`config.mk`:
```
export PLATFORM = sky130hd
export DESIGN_NAME = core_irq_arbiter
export DESIGN_NICKNAME = d
export VERILOG_FILES = /design/src/rtl/irq_arb_pkg.sv /design/src/rtl/irq_msg_decode.sv /design/src/rtl/irq_prio_enc.sv /design/src/rtl/core_irq_arbiter.sv
export SDC_FILE = /design/constraint.sdc
export NUM_CORES = 2
export LEC_CHECK = 0
export BUFFER_PORTS_ARGS = -buffer_cell sky130_fd_sc_hd__buf_2
export CELL_PAD_IN_SITES_DETAIL_PLACEMENT = 0
export CELL_PAD_IN_SITES_GLOBAL_PLACEMENT = 1
export CORE_UTILIZATION = 53
export CTS_CLUSTER_DIAMETER = 50
export DETAILED_ROUTE_END_ITERATION = 16
export PLACE_DENSITY_LB_ADDON = 0.1
export SYNTH_ARGS = -nofsm -noshare
export SYNTH_HDL_FRONTEND = slang
export SYNTH_HIERARCHICAL = 1
export SYNTH_SLANG_ARGS = --single-unit
```
`constraint.sdc`:
```
create_clock -name clk -period 13.4 [get_ports clk]
set_input_delay 0 -clock clk [delete_from_list [all_inputs] [get_ports clk]]
set_output_delay 0 -clock clk [all_outputs]
set_load 0.1 [all_outputs]
```
`src/rtl/irq_arb_pkg.sv`:
```
`timescale 1ns/1ps
package irq_arb_pkg;

    localparam logic [2:0] MODE_FIXED  = 3'd0;
    localparam logic [2:0] MODE_LOWEST = 3'd1;
    localparam logic [2:0] MODE_SMI    = 3'd2;
    localparam logic [2:0] MODE_NMI    = 3'd4;
    localparam logic [2:0] MODE_INIT   = 3'd5;
    localparam logic [2:0] MODE_EXT    = 3'd7;

    typedef enum logic [2:0] {
        KIND_NONE  = 3'd0,
        KIND_SMI   = 3'd1,
        KIND_NMI   = 3'd2,
        KIND_INIT  = 3'd3,
        KIND_EXT   = 3'd4,
        KIND_FIXED = 3'd5
    } irq_kind_e;

    typedef struct packed {
        logic hit;
        logic normal;
        logic smi;
        logic nmi;
        logic init;
        logic ext;
    } msg_class_t;

endpackage

```
`src/rtl/irq_msg_decode.sv`:
```
`timescale 1ns/1ps
module irq_msg_decode
    import irq_arb_pkg::*;
#(
    parameter int DEST_W = 8
) (
    input  logic              valid,
    input  logic [2:0]        mode,
    input  logic              logical,
    input  logic [DEST_W-1:0] dest,
    input  logic [DEST_W-1:0] local_id,
    output msg_class_t        cls
);
    localparam int IDX_W = $clog2(DEST_W);

    logic phys_hit;
    logic logi_hit;
    logic hit;

    always_comb begin
        phys_hit = !logical && (dest == local_id);
        logi_hit = logical && ((local_id >> IDX_W) == '0) && dest[local_id[IDX_W-1:0]];
        hit      = valid && (phys_hit || logi_hit);

        cls        = '0;
        cls.hit    = hit;
        cls.normal = hit && (mode == MODE_FIXED || mode == MODE_LOWEST);
        cls.smi    = hit && (mode == MODE_SMI);
        cls.nmi    = hit && (mode == MODE_NMI);
        cls.init   = hit && (mode == MODE_INIT);
        cls.ext    = hit && (mode == MODE_EXT);
    end
endmodule

```
`src/rtl/irq_prio_enc.sv`:
```
`timescale 1ns/1ps
module irq_prio_enc #(
    parameter int N = 256,
    parameter int W = $clog2(N)
) (
    input  logic [N-1:0] req,
    output logic [W-1:0] idx
);
    // Highest set bit wins; an empty input yields index 0.
    always_comb begin
        idx = '0;
        for (int i = 0; i < N; i++) begin
            if (req[i]) idx = W'(i);
        end
    end
endmodule

```
`src/rtl/core_irq_arbiter.sv`:
```
`timescale 1ns/1ps
module core_irq_arbiter
    import irq_arb_pkg::*;
#(
    parameter int VEC_W  = 8,
    parameter int DEST_W = 8,
    parameter int CLS_W  = 4
) (
    input  logic              clk,
    input  logic              rst_n,
    input  logic [DEST_W-1:0] local_id,
    input  logic              msg_valid,
    input  logic [VEC_W-1:0]  msg_vector,
    input  logic [2:0]        msg_mode,
    input  logic              msg_level,
    input  logic              msg_logical,
    input  logic [DEST_W-1:0] msg_dest,
    input  logic              int_enable,
    input  logic [VEC_W-1:0]  task_prio,
    input  logic              ack,
    output logic              irq_pending,
    output logic [2:0]        irq_kind,
    output logic [VEC_W-1:0]  irq_vector,
    output logic              irq_level
);
    localparam int NVEC = 1 << VEC_W;

    typedef struct packed {
        logic [NVEC-1:0]  irr;
        logic [NVEC-1:0]  isr;
        logic [NVEC-1:0]  tmr;
        logic [VEC_W-1:0] irrv;
        logic [VEC_W-1:0] isrv;
        logic             smi;
        logic             nmi;
        logic             init;
        logic             ext;
        logic             unmask;
        logic [VEC_W-1:0] smi_vec;
        logic [VEC_W-1:0] nmi_vec;
        logic [VEC_W-1:0] init_vec;
        logic [VEC_W-1:0] ext_vec;
    } state_t;

    state_t     state_q, state_d;
    msg_class_t mcls;
    irq_kind_e  win;
    logic       norm_ready;
    logic       take;
    logic [NVEC-1:0]  irr_ack;
    logic [VEC_W-1:0] top_vec;

    irq_msg_decode #(.DEST_W(DEST_W)) u_decode (
        .valid    (msg_valid),
        .mode     (msg_mode),
        .logical  (msg_logical),
        .dest     (msg_dest),
        .local_id (local_id),
        .cls      (mcls)
    );

    // Winner selection from registered state and live core inputs.
    always_comb begin
        norm_ready = int_enable && (state_q.irrv > state_q.isrv) &&
                     (state_q.irrv[VEC_W-1 -: CLS_W] > task_prio[VEC_W-1 -: CLS_W]);
        win        = KIND_NONE;
        irq_vector = '0;
        if (state_q.unmask) begin
            if (state_q.smi) begin
                win = KIND_SMI;   irq_vector = state_q.smi_vec;
            end else if (state_q.nmi) begin
                win = KIND_NMI;   irq_vector = state_q.nmi_vec;
            end else if (state_q.init) begin
                win = KIND_INIT;  irq_vector = state_q.init_vec;
            end
        end else if (int_enable && state_q.ext) begin
            win = KIND_EXT;       irq_vector = state_q.ext_vec;
        end else if (norm_ready) begin
            win = KIND_FIXED;     irq_vector = state_q.irrv;
        end
        irq_pending = (win != KIND_NONE);
        irq_kind    = win;
        irq_level   = (win == KIND_FIXED) ? state_q.tmr[state_q.irrv] : 1'b0;
        take        = ack && irq_pending;
    end

    // Request array after the acknowledge, fed to the encoder.
    always_comb begin
        irr_ack = state_q.irr;
        if (take && win == KIND_FIXED) irr_ack[state_q.irrv] = 1'b0;
    end

    irq_prio_enc #(.N(NVEC), .W(VEC_W)) u_enc (
        .req (irr_ack),
        .idx (top_vec)
    );

    // Next state: acknowledge first, then the incoming message.
    always_comb begin
        state_d      = state_q;
        state_d.irr  = irr_ack;
        state_d.irrv = top_vec;
        if (take) begin
            case (win)
                KIND_SMI:   state_d.smi  = 1'b0;
                KIND_NMI:   state_d.nmi  = 1'b0;
                KIND_INIT:  state_d.init = 1'b0;
                KIND_EXT:   state_d.ext  = 1'b0;
                KIND_FIXED: begin
                    state_d.isrv                = state_q.irrv;
                    state_d.isr[state_q.irrv]   = 1'b1;
                end
                default: ;
            endcase
            if (!(state_d.smi || state_d.nmi || state_d.init)) state_d.unmask = 1'b0;
        end
        if (mcls.normal) begin
            if (msg_vector > state_d.irrv) state_d.irrv = msg_vector;
            if (!state_d.irr[msg_vector]) begin
                state_d.irr[msg_vector] = 1'b1;
                state_d.tmr[msg_vector] = msg_level;
            end
        end
        if (mcls.smi && !state_d.smi) begin
            state_d.smi = 1'b1;  state_d.smi_vec = msg_vector;  state_d.unmask = 1'b1;
        end
        if (mcls.nmi && !state_d.nmi) begin
            state_d.nmi = 1'b1;  state_d.nmi_vec = msg_vector;  state_d.unmask = 1'b1;
        end
        if (mcls.init && !state_d.init) begin
            state_d.init = 1'b1; state_d.init_vec = msg_vector; state_d.unmask = 1'b1;
        end
        if (mcls.ext && !state_d.ext) begin
            state_d.ext = 1'b1;  state_d.ext_vec = msg_vector;
        end
    end

    always_ff @(posedge clk) begin
        if (!rst_n) state_q <= '0;
        else        state_q <= state_d;
    end
endmodule

```
## Word level (Yosys, flattened, before mapping)

Index checks and enable logic that the tools add are counted.

| operators by class | value |
|---|---|
| magnitude comparators | 8 |
| eq/ne operators | 12 |
| mux-type cells | 300 |
| bitwise operators | 4 |
| reduce and logical (&&, ||, !) cells | 36 |

Operator list:

| cell | number |
|---|---|
| $mux 8 | 136 |
| $mux 256 | 3 |
| $mux 7 | 64 |
| $and 256x256->256 | 1 |
| $bwmux 256 | 1 |
| $not 256->256 | 1 |
| $or 256x256->256 | 1 |
| $mux 6 | 32 |
| $mux 5 | 17 |
| $mux 4 | 8 |
| $mux 1 | 21 |
| $mux 3 | 7 |
| $logic_and 1x1->1 | 20 |
| $lt 8x9->1 const B | 2 |
| $bmux 1 s8 | 2 |
| $demux 1 s8 | 2 |
| $ge 8x1->1 const B | 2 |
| $gt 8x8->1 | 2 |
| $eq 3x3->1 const B | 5 |
| $mux 2 | 5 |
| $eq 3x2->1 const B | 3 |
| $mux 9 | 1 |
| $eq 8x8->1 | 1 |
| $logic_not 8->1 | 1 |
| 12 further kinds | 22 |

| word-level totals | value |
|---|---|
| register bits | 565 |
| bits of input ports | 42 |
| output and inout port bits | 13 |
| word-level logic and storage cells | 373 |

## Logic depth before layout (Yosys ltp)

| depth | value |
|---|---|
| depth after elaboration | 268 |
| gate-level depth with buffers | 31 |

## Cells and area by module

The synthesis kept the hierarchy.

By module, submodules not included:

| module | times used | cells an instance | area an instance (um^2) |
|---|---|---|---|
| core_irq_arbiter | 1 | 3198 | 28006.9 |
| irq_prio_enc | 1 | 601 | 3368.2 |
| irq_msg_decode | 1 | 34 | 271.5 |

## Least setup slack after synthesis

OpenSTA, ideal clock, no wires.

| timing path | value |
|---|---|
| path kind | reg-to-output |
| start | reg state_q[45] (netlist name) |
| end | out irq_level |
| arrival | 6.833 ns |
| slack | 6.567 ns |
| cell stages (with the launch flop) | 10 |
| path through | dfxtp_1 -> buf_2 -> buf_1 -> buf_2 -> mux4_2 -> mux4_2 -> mux2i_1 -> a21oi_1 -> mux2i_1 -> a2111oi_0 |

| between the ends | value |
|---|---|
| longest elaborated chain between the ends | 8 |
| elaborated cells on any way between the ends | 10 |

Ends and longest elaborated chain:

| element | RTL line | source |
|---|---|---|
| start: declaration | core_irq_arbiter.sv:45 | `state_t state_q, state_d;` |
| start signal: assignment | core_irq_arbiter.sv:140 | `else state_q <= state_d;` |
| $gt 8x8->1 | core_irq_arbiter.sv:64 | `norm_ready = int_enable && (state_q.irrv > state_q.isrv) &&` |
| $logic_and 1x1->1 (2 in series) | core_irq_arbiter.sv:64 |  |
| $mux 3 | core_irq_arbiter.sv:78 | `end else if (norm_ready) begin` |
| $mux 3 | core_irq_arbiter.sv:76 | `end else if (int_enable && state_q.ext) begin` |
| $mux 3 | core_irq_arbiter.sv:68 | `if (state_q.unmask) begin` |
| $eq 3x3->1 | -- |  |
| $mux 1 (*) | core_irq_arbiter.sv:83 | `irq_level = (win == KIND_FIXED) ? state_q.tmr[state_q.irrv] : 1'b0;` |
| end: declaration | core_irq_arbiter.sv:24 | `output logic irq_level` |

Mark *: on every way between the ends. The rest lies on a longest branch, timed or not. The select of a mux whose other input is x is not followed.

## Final worst setup path

| timing path | value |
|---|---|
| start | reg state_q[47] (netlist name) |
| end | reg state_q[50] (netlist name) |

| between the ends | value |
|---|---|
| elaborated cells on any way between the ends | 276 |

RTL lines:

| element | RTL line | source |
|---|---|---|
| $gt 8x8->1 | core_irq_arbiter.sv:64 |  |
| $logic_and 1x1->1 (2 in series) | core_irq_arbiter.sv:64 |  |
| $mux 3 | core_irq_arbiter.sv:78 |  |
| $mux 3 | core_irq_arbiter.sv:76 |  |
| $mux 3 | core_irq_arbiter.sv:68 |  |
| $reduce_bool 3->1 | core_irq_arbiter.sv:81 | `irq_pending = (win != KIND_NONE);` |
| $logic_and 1x1->1 | core_irq_arbiter.sv:84 | `take = ack && irq_pending;` |
| $logic_and 1x1->1 | core_irq_arbiter.sv:90 | `if (take && win == KIND_FIXED) irr_ack[state_q.irrv] = 1'b0;` |
| $mux 256 (*) | core_irq_arbiter.sv:90 |  |
| via irr_ack[39] | core_irq_arbiter.sv:50 | `logic [NVEC-1:0] irr_ack;` |
| $mux 6 (*) (25 in series) | irq_prio_enc.sv:13 | `if (req[i]) idx = W'(i);` |
| $mux 7 (*) (64 in series) | irq_prio_enc.sv:13 |  |
| $mux 8 (*) (128 in series) | irq_prio_enc.sv:13 |  |
| via top_vec[1] | core_irq_arbiter.sv:51 | `logic [VEC_W-1:0] top_vec;` |
| $gt 8x8->1 (*) | core_irq_arbiter.sv:118 | `if (msg_vector > state_d.irrv) state_d.irrv = msg_vector;` |
| $mux 8 (*) | core_irq_arbiter.sv:118 |  |
| $mux 8 (*) | core_irq_arbiter.sv:117 | `if (mcls.normal) begin` |

Mark *: on every way through the listed nets, which the timed path passes. The rest lies on a longest branch.
A chain may end at the register's enable or synchronous reset.

==> qor.yml <==
nets: 3832
top_regs: "state_q x565"
wire_per_inst_um: 30.1
hold_class: "in2reg"
max_stage_delay_ns: 0.87
core-area_sq_um: 59000
yosysWarnings: 6
netlist_instances: 3831
critPathSlowestCell: "o311ai_0"
die_area_sq_um: 60700
power_density_nw_per_um2: 116
rows: 89
path_class: "reg2reg"
overflow: 0
worstPathArrival_ns: 8.61
clk_path_buf_depth: 3
finalSetupViolCount: 0
io_buffers: 50
clock_tree.htree_level_count: 3
fin_crit_ns: 8.15
power_frac_seq_pct: 40.8
p_comb_share_pct: 4.0
total_power_mw: 4.12
fin_skew_ns: 0.0365
routed_wl_um: 139000
p_sw_mw: 1.05
syn-num-nets: 3893
antenna_found_initial: 8
setup-tns-final_ns: 0
finalHoldViolCount: 0
cts_root_buf: "clkbuf_16"
groute.usage.overall_pct: 44.8
synth_area_per_cell_sq_um: 8.26
initial_core_util_pct: 53.6
path_buf_inv: 4
p_leak_nw: 14.6
dpl.cell_count: 4441
netlist_area_sq_um: 31600
firstDrtPassIters: 8
intPower_mw: 3.07
drtIter0Drc: 4595
ant_nets: 0
cpLargestDelayFamily: "compound AO/OA/AOI/OAI gates"
endpoint_kind: "register"
holdWs_ns: 0.101
largest-register: "state_q"
tightest_slew_ns: 1.33
cts.sinks: 565
drv_cap: 0
clkPwrFrac_pct: 55.2
cts-buffers-inserted: 81
max_slew_margin_pct: 11.0
grt_pass1_wl_um: 199000
worstSkewPairLatency_ns: 0.66
post_cts_buffers: 0
clk_pin_slew_ns: 0.06
die_h_um: 246
io_pins: 55
viasPerCell: 7.02
required_ns: 13.86
status: "finished clean"
fmax_mhz: 123
stdcell_count: 4613
die_w_um: 246
cts_resized: 0
rsz0062_at_grt: "no"
cp-start-kind: "register"
fin_crit_sh_pct: 60.8
grt_max_degree: 96
ir_worst_vdd_v: 0.000127
sw_frac_of_total_pct: 25.4
drc: 0
cts_tree: "done"
path_cells: "buf_4, nand2b_1, nor2_1, nand3_1, buf_4, o21ai_0, inv_1, nor2_1, a211oi_1, o311ai_0, a21oi_1, a2111oi_2, nor4_1, or3_1, inv_1, ha_1, nor2b_1, o21ai_0, nand2b_1, a21oi_1, o21ai_0, o211a_1, mux2i_1, nor2_1"
dp_hpwl_um: 91900
vias: 32370
first_global_vias: 30131
cp_max_fo: 20
globalplace.congestion: 1.06
drive_gt1_share_pct: 12.1
area_growth_pct: 12.4
largest_reg_flops: 565
final_max_slew_viol_count: 0
metrics by stage:
stage          utilization [%]  setup WS, ns  cell area [sq um]
3_5_place_dp              55.0          5.69              32500
5_1_grt                   60.2          5.06              35500
4_1_cts                   60.2          5.64              35500
3_3_place_gp              55.0          5.80              32500
6_report                  60.2          5.25              35500
2_1_floorplan                -          6.57              31600
worst reg2reg max path, stage by stage, from the launching register on:
cell	delay, ns
dfxtp_2	0.64
buf_4	0.62
nand2b_1	0.29
nor2_1	0.45
nand3_1	0.67
buf_4	0.54
o21ai_0	0.44
inv_1	0.16
nor2_1	0.17
a211oi_1	0.10
o311ai_0	0.87
a21oi_1	0.27
a2111oi_2	0.72
nor4_1	0.11
or3_1	0.42
inv_1	0.07
ha_1	0.23
nor2b_1	0.13
o21ai_0	0.15
nand2b_1	0.08
a21oi_1	0.13
o21ai_0	0.08
o211a_1	0.31
mux2i_1	0.24
nor2_1	0.07
final timing paths:
kind	start	slack, ns	cells after the start	endpoint
worst max-delay path	state_q[47]$_SDFF_PN0_	5.25	24	state_q[50]$_SDFF_PN0_
worst min-delay path	msg_logical	0.10	6	state_q[36]$_SDFF_PN0_
worst max register to register	state_q[47]$_SDFF_PN0_	5.25	24	state_q[50]$_SDFF_PN0_
worst min register to register	state_q[111]$_SDFFE_PN0P_	0.46	2	state_q[111]$_SDFFE_PN0P_
power groups by stage:
stage	Combinational [mW]	Sequential, mW	Clock (mW)
after floorplan	0.0823	1.72	0
after global placement	0.148	1.72	0
after detailed placement	0.151	1.72	0
after CTS	0.154	1.68	2.28
after global routing	0.164	1.68	2.36
final	0.164	1.68	2.27
metal layers:
layer	track usage (%)	vias to the layer above	wire, um
li1	-	13967	-
met1	58.4	15480	53500
met2	63.7	2355	56600
met3	13.9	564	18900
met4	28.4	4	9840
met5	0	-	23
cells in the final DEF (no fill, tap or decap), types with 18 or more instances in the layout:
cell type	count
a211oi_1	18
a21oi_1	286
buf_2	49
buf_4	99
clkbuf_16	82
dfxtp_1	561
dlygate4sd3_1	19
ha_1	20
inv_1	244
mux2i_1	274
mux4_2	83
nand2_1	399
nand2b_1	20
nand3_1	111
nand4_1	96
nor2_1	248
nor2b_1	36
nor3_1	92
nor4_1	93
o2111ai_1	38
o211ai_1	144
o21a_1	165
o21ai_0	219
o22ai_1	29
o31ai_1	24
or3_1	20
final cells by class:
type	count	area, sq um
clock inverter	57	718
antenna	3	7.51
timing repair buffer	168	1190
fill	5252	23500
multi-input combinational	2708	18300
clock buffer	93	2150
tap	773	967
sequential	565	11300
inverter	246	928
what timing repair did:
item                       in CTS  in global routing
setup endpoints to repair       0                  0
hold endpoints to repair      124                  0
hold buffers                   19                  0
Note: power is estimated with default switching activity, not from simulation.
